## src/rtl/brk_pkg.sv

```systemverilog
package brk_pkg;
  localparam int QW = 12;

  typedef struct packed {
    logic       den;     // [11] data compare enable
    logic       post;    // [10] post-execution timing for fetches
    logic [1:0] size;    // [9:8] required operand size
    logic       szchk;   // [7] operand size checked
    logic [1:0] dir;     // [6:5] 01 read, 10 write
    logic [1:0] acc;     // [4:3] 01 fetch, 10 data
    logic [1:0] master;  // [2:1] 01 core, 10 other
    logic       en;      // [0] channel enable
  } qual_t;

  function automatic logic sel_ok(input logic [1:0] sel, input logic is_a);
    case (sel)
      2'b01:   sel_ok = is_a;
      2'b10:   sel_ok = !is_a;
      default: sel_ok = 1'b1;
    endcase
  endfunction
endpackage

```

## src/rtl/brk_chan_match.sv

```systemverilog
module brk_chan_match
  import brk_pkg::*;
#(
  parameter int AW       = 32,
  parameter int DW       = 32,
  parameter bit HAS_DATA = 1'b0
) (
  input  logic          bus_valid,
  input  logic [AW-1:0] bus_addr,
  input  logic [DW-1:0] bus_data,
  input  logic          bus_cpu,
  input  logic          bus_fetch,
  input  logic          bus_write,
  input  logic [1:0]    bus_size,
  input  logic [AW-1:0] ref_addr,
  input  logic [AW-1:0] ref_amask,
  input  logic [DW-1:0] ref_data,
  input  logic [DW-1:0] ref_dmask,
  input  qual_t         qual,
  output logic          hit,
  output logic          hit_pre,
  output logic          hit_post
);
  logic addr_ok;
  logic data_ok;
  logic type_ok;
  logic size_ok;

  always_comb begin
    addr_ok = ((bus_addr ^ ref_addr) & ~ref_amask) == '0;
  end

  generate
    if (HAS_DATA) begin : g_data
      always_comb begin
        data_ok = !qual.den || (((bus_data ^ ref_data) & ~ref_dmask) == '0);
      end
    end else begin : g_nodata
      logic unused_data;
      always_comb begin
        unused_data = ^{bus_data, ref_data, ref_dmask};
        data_ok     = 1'b1;
      end
    end
  endgenerate

  always_comb begin
    type_ok = sel_ok(qual.master, bus_cpu) &&
              sel_ok(qual.acc, bus_fetch) &&
              sel_ok(qual.dir, !bus_write);
    size_ok = !qual.szchk || (bus_size == qual.size);
    hit      = bus_valid && qual.en && addr_ok && data_ok && type_ok && size_ok;
    hit_pre  = hit && bus_fetch && !qual.post;
    hit_post = hit && bus_fetch && qual.post;
  end
endmodule

```

## src/rtl/brk_chan_state.sv

```systemverilog
module brk_chan_state #(
  parameter int TW = 4
) (
  input  logic          clk,
  input  logic          rst_n,
  input  logic          hit,
  input  logic          hit_post,
  input  logic [TW-1:0] bus_tag,
  input  logic          retire_valid,
  input  logic [TW-1:0] retire_tag,
  input  logic          clr,
  output logic          flag
);
  logic          pend_q, pend_d;
  logic [TW-1:0] ptag_q, ptag_d;
  logic          flag_d;
  logic          retire_hit;
  logic          set_now;

  always_comb begin
    retire_hit = pend_q && retire_valid && (retire_tag == ptag_q);
    set_now    = (hit && !hit_post) || retire_hit;
    flag_d     = (flag & ~clr) | set_now;
    pend_d     = pend_q && !retire_hit;
    ptag_d     = ptag_q;
    if (hit_post) begin
      pend_d = 1'b1;
      ptag_d = bus_tag;
    end
  end

  always_ff @(posedge clk or negedge rst_n) begin
    if (!rst_n) begin
      flag   <= 1'b0;
      pend_q <= 1'b0;
      ptag_q <= '0;
    end else begin
      flag   <= flag_d;
      pend_q <= pend_d;
      if (hit_post) ptag_q <= ptag_d;
    end
  end
endmodule

```

## src/rtl/brk_unit.sv

```systemverilog
module brk_unit
  import brk_pkg::*;
#(
  parameter int AW      = 32,
  parameter int DW      = 32,
  parameter int TW      = 4,
  parameter int NCH     = 4,
  parameter int NUM_DCH = 2
) (
  input  logic              clk,
  input  logic              rst_n,
  input  logic              bus_valid,
  input  logic [AW-1:0]     bus_addr,
  input  logic [DW-1:0]     bus_data,
  input  logic              bus_cpu,
  input  logic              bus_fetch,
  input  logic              bus_write,
  input  logic [1:0]        bus_size,
  input  logic [TW-1:0]     bus_tag,
  input  logic              retire_valid,
  input  logic [TW-1:0]     retire_tag,
  input  logic [NCH*AW-1:0] cfg_addr,
  input  logic [NCH*AW-1:0] cfg_amask,
  input  logic [NCH*DW-1:0] cfg_data,
  input  logic [NCH*DW-1:0] cfg_dmask,
  input  logic [NCH*QW-1:0] cfg_qual,
  input  logic [NCH-1:0]    flag_clr,
  output logic              brk_hold,
  output logic [NCH-1:0]    brk_flags,
  output logic              brk_irq
);
  localparam int FIRST_DCH = NCH - NUM_DCH;

  logic [1:0]     rst_sync_q;
  logic           rst_int_n;
  logic [NCH-1:0] hit_v;
  logic [NCH-1:0] pre_v;
  logic [NCH-1:0] post_v;

  always_ff @(posedge clk or negedge rst_n) begin
    if (!rst_n) rst_sync_q <= 2'b00;
    else        rst_sync_q <= {rst_sync_q[0], 1'b1};
  end
  assign rst_int_n = rst_sync_q[1];

  generate
    for (genvar i = 0; i < NCH; i++) begin : g_ch
      brk_chan_match #(
        .AW(AW), .DW(DW), .HAS_DATA(i >= FIRST_DCH)
      ) u_match (
        .bus_valid (bus_valid),
        .bus_addr  (bus_addr),
        .bus_data  (bus_data),
        .bus_cpu   (bus_cpu),
        .bus_fetch (bus_fetch),
        .bus_write (bus_write),
        .bus_size  (bus_size),
        .ref_addr  (cfg_addr[i*AW +: AW]),
        .ref_amask (cfg_amask[i*AW +: AW]),
        .ref_data  (cfg_data[i*DW +: DW]),
        .ref_dmask (cfg_dmask[i*DW +: DW]),
        .qual      (qual_t'(cfg_qual[i*QW +: QW])),
        .hit       (hit_v[i]),
        .hit_pre   (pre_v[i]),
        .hit_post  (post_v[i])
      );

      brk_chan_state #(.TW(TW)) u_state (
        .clk          (clk),
        .rst_n        (rst_int_n),
        .hit          (hit_v[i]),
        .hit_post     (post_v[i]),
        .bus_tag      (bus_tag),
        .retire_valid (retire_valid),
        .retire_tag   (retire_tag),
        .clr          (flag_clr[i]),
        .flag         (brk_flags[i])
      );
    end
  endgenerate

  always_comb begin
    brk_hold = rst_int_n && (|pre_v);
    brk_irq  = |brk_flags;
  end
endmodule

```

## config.mk

```make
export PLATFORM = sky130hd
export DESIGN_NAME = brk_unit
export DESIGN_NICKNAME = d
export VERILOG_FILES = /design/src/rtl/brk_pkg.sv /design/src/rtl/brk_chan_match.sv /design/src/rtl/brk_chan_state.sv /design/src/rtl/brk_unit.sv
export SDC_FILE = /design/constraint.sdc
export NUM_CORES = 1
export LEC_CHECK = 0
export BUFFER_PORTS_ARGS = -buffer_cell sky130_fd_sc_hd__buf_4
export CAP_MARGIN = 20
export CORE_AREA = 2 2 257 259
export DETAILED_ROUTE_END_ITERATION = 10
export DIE_AREA = 0 0 259 261
export SLEW_MARGIN = 0
export SYNTH_ARGS = -nofsm -noshare
export SYNTH_HDL_FRONTEND = slang
export SYNTH_SLANG_ARGS = --single-unit
```

## constraint.sdc

```tcl
create_clock -name clk -period 2.9 [get_ports clk]
set_clock_uncertainty 0.2 [all_clocks]
set_input_delay 0.29 -clock clk [delete_from_list [all_inputs] [get_ports clk]]
set_output_delay 0.29 -clock clk [all_outputs]
set_load 0.1 [all_outputs]
```

# After elaboration in Yosys (flattened, before gate mapping)
# Cells that the tools add are included.
# Widths: inputs -> output; s select.
dict set report totals {
  input_bits 645
  wordCells 185
  ff_bits 26
  n_memories 0
  latchBits 0
  mem_bits_ro 0
  ram_bits 0
  output_inout_bits 6
}
dict set report classes {
  n_eq_ne 32
  n_bitwise 30
  reduce_logical 94
  mux 16
  shift 0
  n_addsub 0
  n_div 0
  mul 0
  magnitude_cmp 0
}
# cell count
set ops {}
lappend ops {{$and 32x32->32} 6}
lappend ops {{$logic_not 32->1} 6}
lappend ops {{$not 32->32} 6}
lappend ops {{$xor 32x32->32} 6}
lappend ops {{$logic_and 1x1->1} 55}
lappend ops {{$eq 2x1->1 const B} 12}
lappend ops {{$eq 2x2->1 const B} 12}
lappend ops {{$pmux 1 s2} 12}
lappend ops {{$logic_not 1->1} 21}
lappend ops {{$eq 4x4->1} 4}
lappend ops {{$logic_or 1x1->1} 10}
lappend ops {{$eq 2x2->1} 4}
lappend ops {{$reduce_or 4->1} 2}
lappend ops {{$and 1x1->1} 4}
lappend ops {{$mux 1} 4}
lappend ops {{$not 1->1} 4}
lappend ops {{$or 1x1->1} 4}

# Depth between registers and ports, before layout
dict set report logic_depth {
  ltp_word 13
  mapped_depth 8
  ltp_nobuf 8
}

# Cells and area by module
# A second synthesis with hierarchy kept.
dict set report unflattened {
  hier_cells 525
  hier_area_um2 4644.5
}
# module n_inst cells_per_inst seq_area_each_um2 area_per_inst_um2
set modules_own_cells {}
lappend modules_own_cells {{brk_chan_match (g_ch[2].u_match ...)} 2 137 0.0 1083.5}
lappend modules_own_cells {{brk_chan_match (g_ch[0].u_match ...)} 2 81 0.0 644.4}
lappend modules_own_cells {brk_chan_state 4 21 150.1 279.0}
lappend modules_own_cells {brk_unit 1 5 50.0 72.6}

# Least setup slack after synthesis
# No wires, ideal clock.
dict set report synth_path {
  path_kind {in2out}
  startpoint {in bus_addr[14]}
  endpoint {out brk_hold}
  t_required_ns 2.410
  path_buffers 1
  slack_ns 0.011
  arrival_time_ns 2.399
  stages 7
  path_cell_list {clkbuf_1 xnor2_1 o22ai_1 nor4_1 nand3_1 a2111oi_0 o311a_1}
}
dict set report synth_via {
  elab_chain_len 11
  word_cells_on_any_way 36
  cone_classes {8 x bitwise; 28 x reduce/logical}
}
# item line
set synth_rtl {}
lappend synth_rtl {{start, declared} brk_unit.sv:13} ;# input logic [AW-1:0] bus_addr,
lappend synth_rtl {{$xor 32x32->32} brk_chan_match.sv:30} ;# addr_ok = ((bus_addr ^ ref_addr) & ~ref_amask) == '0;
lappend synth_rtl {{$and 32x32->32} brk_chan_match.sv:30}
lappend synth_rtl {{$logic_not 32->1} brk_chan_match.sv:30}
lappend synth_rtl {{$logic_and 1x1->1 (4 in series)} brk_chan_match.sv:52} ;# hit = bus_valid && qual.en && addr_ok && data_ok && type_ok && size_ok;
lappend synth_rtl {{$logic_and 1x1->1 (2 in series)} brk_chan_match.sv:53} ;# hit_pre = hit && bus_fetch && !qual.post;
lappend synth_rtl {{$reduce_or 4->1 *} brk_unit.sv:83} ;# brk_hold = rst_int_n && (|pre_v);
lappend synth_rtl {{$logic_and 1x1->1 *} brk_unit.sv:83}
lappend synth_rtl {{end, declared} brk_unit.sv:28} ;# output logic brk_hold,
# Mark *: on every way between the ends. The rest lies on a longest branch, timed or not.

# Worst setup path in the final report
dict set report layout_path {
  startpoint {in bus_data[7]}
  endpoint {out brk_hold}
}
dict set report layout_via {
  elab_chain_len 11
  word_cells_on_any_way 20
  cone_classes {4 x bitwise; 16 x reduce/logical}
}
# item line
set layout_rtl {}
lappend layout_rtl {{start, declared} brk_unit.sv:14} ;# input logic [DW-1:0] bus_data,
lappend layout_rtl {{$xor 32x32->32} brk_chan_match.sv:36} ;# data_ok = !qual.den || (((bus_data ^ ref_data) & ~ref_dmask) == '0);
lappend layout_rtl {{$and 32x32->32} brk_chan_match.sv:36}
lappend layout_rtl {{$logic_not 32->1} brk_chan_match.sv:36}
lappend layout_rtl {{$logic_or 1x1->1} brk_chan_match.sv:36}
lappend layout_rtl {{$logic_and 1x1->1 (3 in series)} brk_chan_match.sv:52}
lappend layout_rtl {{$logic_and 1x1->1 (2 in series)} brk_chan_match.sv:53}
lappend layout_rtl {{$reduce_or 4->1 *} brk_unit.sv:83}
lappend layout_rtl {{$logic_and 1x1->1 *} brk_unit.sv:83}
# Marks and branches as above.

==> summary by stage <==
Synth
The synthesized net count is 1226. The per-instance average area after synthesis is 8.412 sq um. After synthesis the netlist holds a flip-flop and latch count of 26. During synthesis, Yosys emitted a total of 0 warnings. After technology mapping, the gate count stands at 557. The sequential area share after synthesis is 0.1389. The number of different library cells used by synthesis comes to 32.

The area of the mapped netlist is 4686 sq um.

Clock tree
Clock tree synthesis inserted a total of 3 buffers. CTS saw 26 sinks. TritonCTS built the clock tree.

In this run the number of H-tree levels came out at 1. The tree is rooted in a clkbuf_16. The clock input transition at the sequential cells of the worst setup and hold paths is 0.06 ns. The clock latency on the worst-skew pair is 0.26 ns. The longest clock path from root to sink contains 2 buffers.

Place
Summed over all nets, the half-perimeter wirelength after detailed placement is 37060 um. The number of buffer cells added on primary ports is 520. After detailed placement, the design holds a cell count of 1966. The total cell area at the placement stage is 10000 sq um. The routability congestion estimate is 0.8596.

Job
The number of max-cap violations is 0.

Hold path
The class of the most critical hold timing path is input port to flip-flop.

Critical path
In this run the worst path has a maximum fanout of 2. On the critical path, the stage with the largest delay is an instance of a2111oi_4. The critical path goes through buf_4 > xnor2_1 > o22ai_1 > nor4_1 > buf_4 > nand4_1 > buf_6 > a2111oi_4 > o311a_1 > buf_12.

The cell repeated most along the worst path is buf_4. The type of destination of the critical path is a primary output. For the worst setup path, the data required time is 2.41 ns. The sort of element at the start of the critical path is an input port. The type of the worst setup path is input port to primary output. The cell family contributing the most delay on the critical path is compound AO/OA/AOI/OAI gates. The sum of buffers and inverters on the critical path is 4. The delay of the slowest cell on the worst path is 0.32 ns. The data arrival time of the critical path is 2.31 ns.

Cells and area
The fraction of layout cells with a size suffix above 1 is 0.5888. The final core utilization is 0.1593. Relative to the synthesized area, the layout overhead comes to 121.1%. At the end of the flow, the number of nets in the layout was 1779. The sequential cells in the finished layout cover a total of 650.6 sq um. The footprint of the multi-input gates is 3935 sq um.

The number of fill cells in the layout is 7445. Excluding fillers, the count of instances in the completed layout stands at 1985. The final non-filler cell area is 10360 sq um.

Timing
The maximum achievable frequency is 357.0 MHz. The time the final worst path needs with I/O delays and setup is 2.801 ns. The final setup violation count is 0. The final number of hold-violating endpoints is 0. The hold slack is 0.1060 ns. For the pin with the worst max-slew slack, the measured transition is 0.7657 ns. The worst slew margin relative to its limit is 0.4895. The final number of max-transition violations is 0.

Setup repair after global routing left no endpoint under its margin. In the finished design, the share of the clock period the worst path needs comes to 0.9659.

Die
The die is 261 um tall. The initial utilization of the core area, before any placement, comes to 0.07204. The area of the placeable core is 65040 sq um. The total die area is 67600 sq um. The die extent in x is 259 um. In this run the count of I/O pins placed on the die edge is 651. The initialized floorplan defines 94 standard-cell rows.

GRT
Across every metal layer, demand over resource in global routing totals 0.1102. The via count of the first global-routing pass came to 7006. The initial antenna violation count is 15. The final global-route overflow total is 0.

Entering global routing, the biggest net connects 25 pins. The global-route wire length before repair is 50550 um.

Power and ir drop
The total power density per cell area is 206.9 nW/um^2. The leakage power summed over all cells is 4.543 nW. The post-route total power is 0.002143 W.

The worst-case IR drop observed on VDD is 191.0 uV.

Drt
Before antenna repair, the detailed router went through 4 iterations. For this block, the routed nets add up to 39890 um of wire. The routed layout has 6567 vias. The final antenna-violating net count is 0. For this run, design rule violations remaining after detail routing come to 0. The mean number of vias per cell is 3.308. After the first detailed-routing iteration, the DRC count stood at 182. After detailed routing, the average wire length per cell comes to 20.09 um.

Outcome
The flow ran to the end, and the final reports show no timing, DRC or antenna violations.
==> power by group <==
part	switching (W)	leakage, nW	internal, W
combinational	0.000618	4.14	0.000831
clock	0.000118	0.0442	0.000211
sequential	0.00000100	0.359	0.000364
total	0.000737	4.54	0.00141
==> layout make-up <==
type                    instances  share of cell area
diodes                         12            0.002898
clock buffers                   4            0.008574
inverters                      33             0.01196
multi-input cells             457              0.3798
flip-flops and latches         26             0.06279
well taps                     864              0.1043
repair buffers                589              0.4297
==> Yosys cell counts <==
cell type / number / area, sq um
inv_1: 33 / 123.9
o311a_1: 1 / 10.01
o32ai_1: 1 / 8.760
a21o_2: 1 / 8.760
nor4_1: 22 / 137.6
xor2_1: 8 / 70.07
nand3b_1: 1 / 7.510
mux2_2: 28 / 315.3
xnor2_1: 202 / 1769
dfrtp_1: 26 / 650.6
buf_1: 1 / 3.750
nor4_2: 2 / 25.02
nand3_2: 1 / 10.01
a222oi_1: 2 / 20.02
nand4_1: 5 / 31.28
o21ai_0: 4 / 20.02
nor2_1: 2 / 7.510
nor3_1: 4 / 20.02
a2111oi_4: 2 / 55.05
a21o_1: 7 / 52.55
nand3_1: 7 / 35.03
a2111oi_0: 2 / 17.52
clkbuf_2: 10 / 50.05
clkbuf_1: 25 / 93.84
nor3_2: 2 / 20.02
ha_1: 24 / 300.3
conb_1: 1 / 3.750
nand2_1: 14 / 52.55
o22ai_1: 102 / 638.1
o211ai_1: 6 / 45.04
a211oi_1: 6 / 45.04
buf_4: 5 / 37.54
==> cell usage in the layout (no fill, tap or decap), types with 4 or more instances in the layout <==
master	instances
a211oi_1	6
a21o_1	7
buf_4	583
buf_6	4
dfrtp_1	26
diode_2	12
ha_1	24
inv_1	33
mux2_2	28
nand2_1	13
nand3_1	7
nand4_1	5
nor3_1	4
nor4_1	12
nor4_2	12
o211ai_1	6
o21ai_0	4
o22ai_1	98
o22ai_2	4
xnor2_1	195
xnor2_2	4
xor2_1	8
==> worst reg2reg max path: cells and delay by family, from the launching register on <==
| kind | cells | cell delay (ns) |
|---|---|---|
| flip-flops | 1 | 0.39 |
| AND/OR/NAND/NOR | 2 | 0.33 |
| AO/OA/AOI/OAI | 1 | 0.19 |
| XOR/XNOR | 1 | 0.16 |
==> what timing repair did <==
item | in CTS | in global routing
buffers inserted | 2 | 0
endpoints found under the hold margin | 2 | 0
hold buffers | 1 | 0
setup endpoints to repair | 1 | 1
pin swaps | 5 | 7
resized for setup | 17 | 17
==> registers in the layout, indices dropped and copies added, names as in the netlist <==
name / count
g_ch.u_state.flag: 4
g_ch.u_state.ptag_q: 16
rst_sync_q: 2
g_ch.u_state.pend_q: 4
==> final timing paths <==
kind,from,endpoint,slack [ns],cells past startpoint
setup / recovery,bus_data[7],brk_hold,0.1,10
hold / removal,bus_tag[0],g_ch[3].u_state.ptag_q[0],0.11,2
setup reg to reg,g_ch[0].u_state.ptag_q[3],g_ch[0].u_state.pend_q,1.52,4
hold reg to reg,rst_sync_q[1],g_ch[1].u_state.ptag_q[0],0.13,1
max in group asynchronous,rst_sync_q[1],g_ch[2].u_state.ptag_q[3],2.14,1
min in group asynchronous,rst_sync_q[1],g_ch[1].u_state.ptag_q[0],0.13,1
==> metrics by stage <==
step / TNS [ns] / setup slack, ns
2_1_floorplan: 0 / 0.01114
3_3_place_gp: -0.5034 / -0.4074
3_5_place_dp: -0.4277 / -0.3590
4_1_cts: 0 / 0.009016
5_1_grt: 0 / 0.001785
6_report: 0 / 0.09882
==> per-layer routing <==
layer / global-route usage / vias up / wire length [um]
met2: 0.2092 / 456 / 19810
met5: 0 / - / 26
met4: 0.05026 / 6 / 2072
met3: 0.02720 / 68 / 3511
li1: - / 3103 / -
met1: 0.1136 / 2934 / 14470
==> kinds of logic (layout without fill, tap and decap cells) <==
family	after synthesis	in the layout	share of synthesized area
XOR/XNOR	210	210	0.3925
adder cells (fa/ha/maj)	24	24	0.06409
multiplexers	28	28	0.06729
flip-flops	26	26	0.1389
AND/OR/NAND/NOR	60	60	0.07396
AO/OA/AOI/OAI	134	134	0.1965
buffers and inverters	74	626	0.06596
other	1	13	0.0008003
Note: power is estimated with default switching activity, not from simulation.
